File: config.mk
export PLATFORM = sky130hd
export DESIGN_NAME = alloc_policy_filter
export DESIGN_NICKNAME = d
export VERILOG_FILES = /design/src/rtl/alloc_policy_pkg.sv /design/src/rtl/alloc_kind_decode.sv /design/src/rtl/alloc_mode_gate.sv /design/src/rtl/alloc_out_stage.sv /design/src/rtl/alloc_policy_filter.sv
export SDC_FILE = /design/constraint.sdc
export NUM_CORES = 1
export LEC_CHECK = 0
export BUFFER_PORTS_ARGS = -buffer_cell sky130_fd_sc_hd__clkbuf_2
export CORE_AREA = 2 2 39 41
export CTS_CLUSTER_DIAMETER = 80
export DETAILED_ROUTE_END_ITERATION = 12
export DIE_AREA = 0 0 41 43
export HOLD_SLACK_MARGIN = 0.02
export PLACE_DENSITY_LB_ADDON = 0.08
export SKIP_LAST_GASP = 1
export SLEW_MARGIN = 10
export SYNTH_ARGS = -nofsm -noshare
export SYNTH_HDL_FRONTEND = slang
export SYNTH_HIERARCHICAL = 1
export SYNTH_SLANG_ARGS = --single-unit
File: constraint.sdc
create_clock -name clk -period 0.9 [get_ports clk]
set_clock_uncertainty 0.1 [all_clocks]
set_input_delay 0.135 -clock clk [delete_from_list [all_inputs] [get_ports clk]]
set_output_delay 0.135 -clock clk [all_outputs]
set_load 0.05 [all_outputs]
File: src/rtl/alloc_policy_pkg.sv
// Package: shared encodings and the decision record used by the policy filter.
// Assumes request kind and source encodings fixed by the requirements.
package alloc_policy_pkg;

    localparam int KIND_W = 2;

    typedef enum logic [KIND_W-1:0] {
        KIND_READ  = 2'b00,
        KIND_STORE = 2'b01,
        KIND_PUSH  = 2'b10,
        KIND_ZERO  = 2'b11
    } req_kind_e;

    localparam logic SRC_DATA = 1'b0;
    localparam logic SRC_INST = 1'b1;

    typedef struct packed {
        logic lookup;
        logic alloc;
        logic update;
        logic fwd;
        logic bypass;
        logic inval;
        logic modif;
    } decision_t;

    localparam int DEC_W = $bits(decision_t);

endpackage

File: src/rtl/alloc_kind_decode.sv
// Module: per-kind action decode for a request already cleared to use the cache.
// Assumes the cache is enabled and the miss is not blocked by a restriction
// mode; the caller handles those cases. Purely combinational.
module alloc_kind_decode
    import alloc_policy_pkg::*;
(
    input  logic [KIND_W-1:0] kind,
    input  logic              hit,
    input  logic              wthru,
    input  logic              test,
    output decision_t         act
);

    // Select the action for each access kind.
    always_comb begin
        act        = '0;
        act.lookup = 1'b1;
        unique case (req_kind_e'(kind))
            KIND_READ: begin
                act.alloc = !hit;
                act.fwd   = !hit;
            end
            KIND_STORE: begin
                act.alloc  = !hit;
                act.update = 1'b1;
                act.fwd    = wthru && !(test && !hit);
                act.modif  = !wthru;
            end
            KIND_PUSH: begin
                if (test) begin
                    act.alloc  = !hit;
                    act.update = 1'b1;
                    act.modif  = !wthru;
                end else begin
                    act.fwd    = 1'b1;
                    act.inval  = hit;
                    act.bypass = !hit;
                end
            end
            KIND_ZERO: begin
                act.alloc  = !hit;
                act.update = 1'b1;
                act.fwd    = !test;
                act.modif  = !wthru;
            end
            default: act = '0;
        endcase
    end

endmodule

File: src/rtl/alloc_mode_gate.sv
// Module: applies enable and the restriction modes ahead of the kind decode.
// Assumes the restriction modes act on misses only; hits pass to the decode.
// Purely combinational.
module alloc_mode_gate
    import alloc_policy_pkg::*;
(
    input  logic      en,
    input  logic      src,
    input  logic      hit,
    input  logic      data_only,
    input  logic      inst_only,
    input  decision_t kind_act,
    output decision_t gated
);

    logic miss_blocked;

    // Detect a miss whose source may not allocate under the current mode.
    always_comb begin
        miss_blocked = !hit && ((src == SRC_INST && data_only) ||
                                (src == SRC_DATA && inst_only));
    end

    // Choose between full bypass, blocked-miss bypass and the decoded action.
    always_comb begin
        gated = '0;
        if (!en) begin
            gated.fwd    = 1'b1;
            gated.bypass = 1'b1;
        end else if (miss_blocked) begin
            gated.lookup = 1'b1;
            gated.fwd    = 1'b1;
            gated.bypass = 1'b1;
        end else begin
            gated = kind_act;
        end
    end

endmodule

File: src/rtl/alloc_out_stage.sv
// Module: output register holding the decision for one cycle after a request.
// Assumes a decision is meaningful only when the request was valid; otherwise
// the register loads zero.
module alloc_out_stage
    import alloc_policy_pkg::*;
(
    input  logic      clk,
    input  logic      rst_n,
    input  logic      vld,
    input  decision_t nxt,
    output decision_t cur
);

    // Register the decision, or clear it when no request is present.
    always_ff @(posedge clk) begin
        if (!rst_n) begin
            cur <= '0;
        end else if (vld) begin
            cur <= nxt;
        end else begin
            cur <= '0;
        end
    end

endmodule

File: src/rtl/alloc_policy_filter.sv
// Module: top of the second-level cache allocation policy filter.
// Decides lookup, allocate, update, forward, bypass, invalidate and the line
// state for each request, and registers the result for one cycle.
// Assumes the control bits are steady while requests are in flight.
module alloc_policy_filter
    import alloc_policy_pkg::*;
(
    input  logic              clk,
    input  logic              rst_n,
    input  logic              req_valid,
    input  logic              req_src,
    input  logic [KIND_W-1:0] req_kind,
    input  logic              req_hit,
    input  logic              cfg_en,
    input  logic              cfg_data_only,
    input  logic              cfg_inst_only,
    input  logic              cfg_wthru,
    input  logic              cfg_test,
    output logic              out_lookup,
    output logic              out_alloc,
    output logic              out_update,
    output logic              out_fwd,
    output logic              out_bypass,
    output logic              out_inval,
    output logic              out_mod
);

    decision_t kind_act;
    decision_t gated;
    decision_t held;

    alloc_kind_decode u_kind (
        .kind  (req_kind),
        .hit   (req_hit),
        .wthru (cfg_wthru),
        .test  (cfg_test),
        .act   (kind_act)
    );

    alloc_mode_gate u_gate (
        .en        (cfg_en),
        .src       (req_src),
        .hit       (req_hit),
        .data_only (cfg_data_only),
        .inst_only (cfg_inst_only),
        .kind_act  (kind_act),
        .gated     (gated)
    );

    alloc_out_stage u_out (
        .clk   (clk),
        .rst_n (rst_n),
        .vld   (req_valid),
        .nxt   (gated),
        .cur   (held)
    );

    // Drive the ports from the held decision.
    always_comb begin
        out_lookup = held.lookup;
        out_alloc  = held.alloc;
        out_update = held.update;
        out_fwd    = held.fwd;
        out_bypass = held.bypass;
        out_inval  = held.inval;
        out_mod    = held.modif;
    end

    assert_disabled_bypass_R1: assert property (@(posedge clk) disable iff (!rst_n)
        ($past(rst_n) && $past(req_valid) && !$past(cfg_en)) |->
            (out_bypass && !out_lookup && !out_alloc && !out_update));

    assert_idle_zero_R11: assert property (@(posedge clk) disable iff (!rst_n)
        ($past(rst_n) && !$past(req_valid)) |->
            ($countones({out_lookup, out_alloc, out_update, out_fwd,
                         out_bypass, out_inval, out_mod}) == 0));

    assert_lock_no_alloc_R5: assert property (@(posedge clk) disable iff (!rst_n)
        ($past(rst_n) && $past(req_valid) && $past(cfg_data_only) &&
         $past(cfg_inst_only) && !$past(req_hit)) |-> !out_alloc);

    assert_store_hit_update_R4: assert property (@(posedge clk) disable iff (!rst_n)
        ($past(rst_n) && $past(req_valid) && $past(cfg_en) && $past(req_hit) &&
         $past(req_kind) == KIND_STORE) |-> out_update);

    assert_wthru_exclusive_R7: assert property (@(posedge clk) disable iff (!rst_n)
        ($past(rst_n) && $past(cfg_wthru) && (out_update || out_alloc)) |-> !out_mod);

    assert_alloc_consistent_R2: assert property (@(posedge clk) disable iff (!rst_n)
        out_alloc |-> (out_lookup && !out_bypass && !out_inval));

endmodule

==> results by group, run 1 <==
Status
  – Outcome: finished with violations
  – Failing checks: setup timing

Floorplan
  – Core area: between 1000 and 1500 um^2
  – Die ar.: around 1800 um^2
  – IO Pins: 19
  – Row count: 14
  – DIE WIDTH: 41 um
  – Initial core utilization: a little over a quarter
  – Die Y: around 43 um

Detailed routing
  – Met3 routed WL: about 48 um
  – Avg WL per Cell: 8.663 um
  – Drt pass-1 iters: 1
  – Vias per inst: roughly 4.4
  – WL met2: between 300 and 400 um
  – Total number of vias: around 370
  – Max layer used: met3
  – First DRT Iteration DRCs: 0
  – Antenna-violating nets left: 0
  – M1 wire length: 285 um
  – Drt drc: 0
  – Final WL: 719 um

Timing
  – Final hold violations: 0
  – Tcrit/Tclk final: 105.0%
  – Fmax achieved: between 1 and 1.5 GHz
  – Final setup viols: 7
  – Final slew viol count: 0
  – Setup WS post-layout: -44.93 ps
  – RSZ-0062 raised after global routing: true
  – Fin crit period: 944.9 ps

CTS
  – CTS tree: yes
  – Clock root buffer: clkbuf_4
  – Sink Count: 7
  – CTS buffer count: 3
  – CTS Buffer Depth: 2
  – CTS Hold Bufs: 0
  – Setup bufs post-CTS: 0
  – Htree depth: 1
  – Clk pin slew, worst setup/hold paths: approximately 50 ps

Power and ir drop
  – Pwr Total: just over 0.0008 W
  – Sequential share of power: approximately two fifths
  – Clock network power share: between 30% and 40%
  – Leakage power: approximately 0.32 nW
  – Combinational share of power: roughly 25%
  – Max VDD drop: between 300 and 400 uV
  – Sw power: between 0.0002 and 0.00025 W
  – Design internal power: 0.0005933 W
  – Sw frac: approximately a quarter
  – Pwr dens: around 1300 nW/um^2

Final layout
  – Area grow syn2layout: 72.79%
  – Max FFs per register: 7
  – Ant. Diodes: 0
  – Top flop regs: u_out/cur x7
  – Largest reg by FF count: u_out/cur
  – Nets: 80
  – Share of cells above drive strength 1: between 50% and 60%

Setup path
  – CP arrival: a little over 700 ps
  – Critical path class: reg2out
  – WP data required: 660 ps
  – CP max stage cell: dfxtp_2
  – Setup crit end kind: output pin
  – WP buf/inv: 1
  – Startpoint Class: flop
  – Critical path's largest stage delay: about 330 ps
  – Worst-path fanout max: 1
  – CP cell instances: buf_8
  – CP delay by family, top: flip-flops

Yosys
  – Register area share after synthesis: a little under two fifths
  – Ys Warns: 6
  – Async set-or-reset flop fraction in the synthesized netlist: 0%
  – Avg Cell Area, Syn: about 8.4 um^2
  – Synth top area share: a little under two fifths
  – Commonest cells in the netlist: and3_1, dfxtp_1, nand2_1, a21oi_1
  – Largest cells by area after synthesis: dfxtp_1, and3_1, a21oi_1
  – Number of flops mapped to enable cells by yosys: 0
  – Synth unique cells: 20
  – Mapped Area: ~370 um^2
  – Post-Syn Instances: between 40 and 50
  – Yosys reg bits: 7
  – Post-Syn Nets: 56
  – Yosys top cell by area: dfxtp_1
  – Ys flop type: dfxtp_1

Hold path
  – Hold path cells: 2
  – Hold Path Class: in2reg
  – HP Start: req_valid
  – Hold Path End: u_out/cur[3]

GRT
  – Gr ovfl total: 0
  – First-pass GRT wire length: 1138 um
  – Largest net degree at the start of global routing: 8
  – Vias in the first global route: approximately 300
  – Total track usage: 9.700%
  – Initial antenna violation count: 0

Job
  – Max cap viols: 0

Place
  – GP Congestion: approximately 0.65
  – Post-place setup slack: -228.9 ps
  – Port Buffers: 18
-- placed cells by master (no fill, tap or decap), types with 2 or more instances in the layout --
master    instances
nor2b_1           3
nand2_1           5
o21ai_0           2
clkbuf_2          8
buf_4             2
a21oi_1           4
inv_1             2
clkbuf_4          3
dfxtp_2           7
buf_8             7
and3_1            7
-- power groups by stage --
stage	Sequential [W]	Combinational [W]	Clock (W)
6_report	0.000329	0.000203	0.000273
3_3_place_gp	0.000329	0.000172	0
4_1_cts	0.000327	0.000188	0.000286
3_5_place_dp	0.000330	0.000173	0
5_1_grt	0.000330	0.000222	0.000315
2_1_floorplan	0.000366	0.0000620	0
-- cells by family (layout without fill, tap and decap cells) --
group | count (synthesis) | count (layout) | share of synthesized area (%)
other cells | 1 | 1 | 1.019
flops | 7 | 7 | 38.09
mux | 2 | 2 | 6.802
buf+inv | 3 | 26 | 4.083
simple gates | 21 | 21 | 34.02
compound gates | 10 | 10 | 15.99
-- cell type report --
type                            instances  area, um^2
Clock buffer                            4       26.28
Fill cell                             153       748.2
Inverter                                2       7.507
Multi-Input combinational cell         34       236.5
Sequential cell                         7       148.9
Tap cell                               16       20.02
Timing Repair Buffer                   20       196.4
-- worst max path at each step --
stage / to / slack, ps / start / cells past startpoint
2_1_floorplan: u_out/cur[3] / 4 / req_kind[1] / 5
3_3_place_gp: u_out/cur[3] / -220 / cfg_test / 7
3_5_place_dp: u_out/cur[3] / -230 / cfg_test / 7
4_1_cts: out_fwd / -80 / u_out/cur[3] / 1
5_1_grt: out_update / -80 / u_out/cur[4] / 1
6_report: out_bypass / -40 / u_out/cur[2] / 1
-- per-stage QoR --
stage | setup TNS, ps | hold slack [ps] | utilization, % | instances | instance area [um^2]
floorplan | 0 | 180.9 | - | 44 | 379.1
detailed placement | -1242 | 338.5 | 36.80 | 79 | 509.2
CTS | -498.4 | 77.96 | 43.76 | 83 | 605.6
global placement | -1233 | 341.0 | 36.80 | 79 | 509.2
finish | -284.6 | 86.24 | 45.93 | 83 | 635.6
global route | -548.4 | 78.80 | 45.93 | 83 | 635.6
-- per-layer routing --
layer | up-vias | track usage, %
met1 | 156 | 10.16
li1 | 198 | -
met5 | - | 0
met4 | 0 | 10.00
met2 | 14 | 14.69
met3 | 0 | 1.571
-- timing repair --
action	4_1_cts	5_1_grt
endpoints found under the setup margin	7	9
pin swaps	0	4
resized for setup	21	16
(Power assumes the default switching activity.)
==> inputs of run 2 (changes only) <==
Settings changed: SYNTH_HIERARCHICAL 1 to unset.
==> run 2 against run 1 <==
The flow still finishes with violations (setup timing). Count of clock-buffer cells in the layout unchanged. Cell count fell by 12%. Power decreased by 5.1%. Synthesized cell count shrank 39%. First-iteration DRC count unchanged. Critical endpoint is now out_mod. Highest routed layer unchanged.
==> results by group, run 2 <==
Detailed routing
  – Total number of vias: 291
  – Antenna-violating nets left: 0
  – Final WL: between 600 and 700 um
  – First DRT Iteration DRCs: 0
  – Vias per inst: 3.986
  – Avg WL per Cell: a little under 9 um
  – Drt drc: 0
  – Drt pass-1 iters: 1

Yosys
  – Largest cells by area after synthesis: dfxtp_1, a21oi_1, o21ai_0
  – Mapped Area: ~250 um^2
  – Ys Warns: 0
  – Synth top area share: roughly 56%
  – Post-Syn Instances: 27
  – Yosys reg bits: 7
  – Synth unique cells: 13
  – Avg Cell Area, Syn: a little over 9 um^2
  – Ys flop type: dfxtp_1
  – Yosys top cell by area: dfxtp_1
  – Number of flops mapped to enable cells by yosys: 0
  – Cell with the most instances after synthesis: dfxtp_1
  – Post-Syn Nets: 39
  – Async set-or-reset flop fraction in the synthesized netlist: 0%
  – Register area share after synthesis: about 56%
  – Commonest cells in the netlist: dfxtp_1, nor2_1, a21oi_1, o21ai_0, nor3_1

Final layout
  – Largest reg by FF count: u_out.cur
  – Nets: 70
  – Commonest non-fill, non-tap cells in the layout: clkbuf_2, dfxtp_2, buf_4
  – Top flop regs: u_out.cur x7
  – Ant. Diodes: 0
  – Final instance area: between 500 and 600 um^2
  – Util after Layout: about 40%
  – Share of cells above drive strength 1: 61.40%
  – Most common cell after layout, fill and taps aside: clkbuf_2
  – Layout filler cell count: 153
  – Area grow syn2layout: 120.6%
  – Max FFs per register: 7

Floorplan
  – DIE WIDTH: just over 40 um
  – Row count: 14
  – Die ar.: approximately 1800 um^2
  – Die Y: 43 um
  – IO Pins: 19
  – Initial core utilization: around 18%
  – Core area: approximately 1400 um^2

Power and ir drop
  – Leakage power: 0.2649 nW
  – Max VDD drop: between 300 and 400 uV
  – Clock network power share: ~36%
  – Design internal power: approximately 0.00057 W
  – Pwr dens: 1392 nW/um^2
  – Combinational share of power: a little over a fifth
  – Sequential share of power: around 43%
  – Sw frac: between 20% and 30%
  – Sw power: 0.0001895 W

CTS
  – Setup bufs post-CTS: 0
  – CTS tree: yes
  – CTS Buffer Depth: 2
  – Clk pin slew, worst setup/hold paths: approximately 50 ps
  – Sink Count: 7
  – CTS buffer count: 3
  – Clock root buffer: clkbuf_4
  – Htree depth: 1

Place
  – GP Congestion: a little over 0.7
  – Placed inst area: around 400 um^2
  – Port Buffers: 18
  – Post-place setup slack: -128.3 ps

Hold path
  – Hold Path Class: in2reg

GRT
  – Vias in the first global route: 336
  – Total track usage: approximately a tenth
  – Largest net degree at the start of global routing: 6
  – Initial antenna violation count: 0
  – First-pass GRT wire length: around 1200 um
  – Gr ovfl total: 0

Timing
  – Final slew viol count: 0
  – Fin crit period: between 900 and 1000 ps
  – Tcrit/Tclk final: 106.9%
  – Min Hold Slack: about 54 ps
  – RSZ-0062 raised after global routing: true
  – Final setup viols: 7
  – Slew margin rel.: roughly 85%
  – Setup WS post-layout: -62.23 ps
  – Fmax achieved: 1.039 GHz
  – Final hold violations: 0
  – Final setup TNS: -340.2 ps
  – Worst-margin pin slew: around 230 ps

Setup path
  – WP data required: 660 ps
  – Worst-path fanout max: 1
  – Setup crit end kind: output pin
  – CP arrival: 730 ps
  – Instance count on the critical path: 1
  – CP endpoint: out_mod
  – Startpoint Class: flop
  – CP cell instances: clkbuf_16
  – CP max stage cell: dfxtp_2
  – WP buf/inv: 1
  – CP delay by family, top: flip-flops
  – Worst Setup SP: u_out.cur[0]
  – Critical path class: reg2out
  – Critical path's largest stage delay: around 330 ps

Status
  – Outcome: finished with violations
  – Failing checks: setup timing

Job
  – Max cap viols: 0
-- run 2: changes by cell type in the layout (fill, tap and decap cells not counted), sizes merged, moves of 2 or more --
cell / previous run / this run
and3: 7 / 2
clkbuf: 12 / 17
dlygate4sd3: 0 / 2
nand2: 5 / 1
nor2: 1 / 4
nor2b: 3 / 1
nor3: 0 / 2
-- run 2: tightest hold or removal path, delay by kind of cell --
kind | cells | cell delay [ps]
buffers and inverters | 2 | 180
and+or+nand+nor | 1 | 40
-- run 2: worst min path at each step --
stage | startpoint | to | slack, ps | cells past startpoint
floorplan | cfg_wthru | u_out.cur[0] | 110 | 1
global placement | req_valid | u_out.cur[2] | 290 | 3
detailed placement | req_valid | u_out.cur[2] | 290 | 3
CTS | cfg_wthru | u_out.cur[0] | 50 | 3
global route | cfg_wthru | u_out.cur[0] | 80 | 3
finish | cfg_wthru | u_out.cur[0] | 50 | 3
-- run 2: layout make-up --
class,count,area [um^2],share of cell area [%]
sequential,7,148.9,27.11
tap,16,20.02,3.645
multi-input combinational,19,105.1,19.13
clock buffer,4,26.28,4.784
inverter,1,3.754,0.6834
timing repair buffer,26,245.2,44.65
-- run 2: routing by layer --
layer	GRT usage [%]	up-vias	share of wire [%]
li1	-	155	-
met1	9.325	125	38
met2	16.56	11	57
met3	0	0	4.6
met4	12.00	0	0
met5	0	-	0
-- run 2: logic make-up (layout without fill, tap and decap cells) --
logic type	after synthesis	after routing	share of synthesized area (%)
AOI/OAI and AO/OA	7	7	15.57
buffers and inverters	1	31	1.506
DFF	7	7	56.28
muxes	1	1	4.020
and+or+nand+nor	11	11	22.62
-- run 2: stage by stage --
step,instances,power [W]
6_report,73,0.0007644
3_3_place_gp,67,0.0004569
3_5_place_dp,67,0.0004596
5_1_grt,73,0.0007985
4_1_cts,73,0.0007748
2_1_floorplan,27,0.0003940
-- run 2: power groups by stage --
stage               Clock [W]  Sequential (W)  Combinational (W)
floorplan                   0        0.000367          0.0000273
global placement            0        0.000329           0.000128
detailed placement          0        0.000330           0.000130
CTS                  0.000290        0.000327           0.000158
global route         0.000295        0.000330           0.000174
finish               0.000275        0.000330           0.000160
-- run 2: repair_timing --
| item | in CTS | in global routing |
|---|---|---|
| endpoints found under the setup margin | 7 | 7 |
| hold buffers | 2 | 0 |
| resized for setup | 22 | 6 |
| pin swaps | 0 | 0 |
| endpoints found under the hold margin | 1 | 0 |
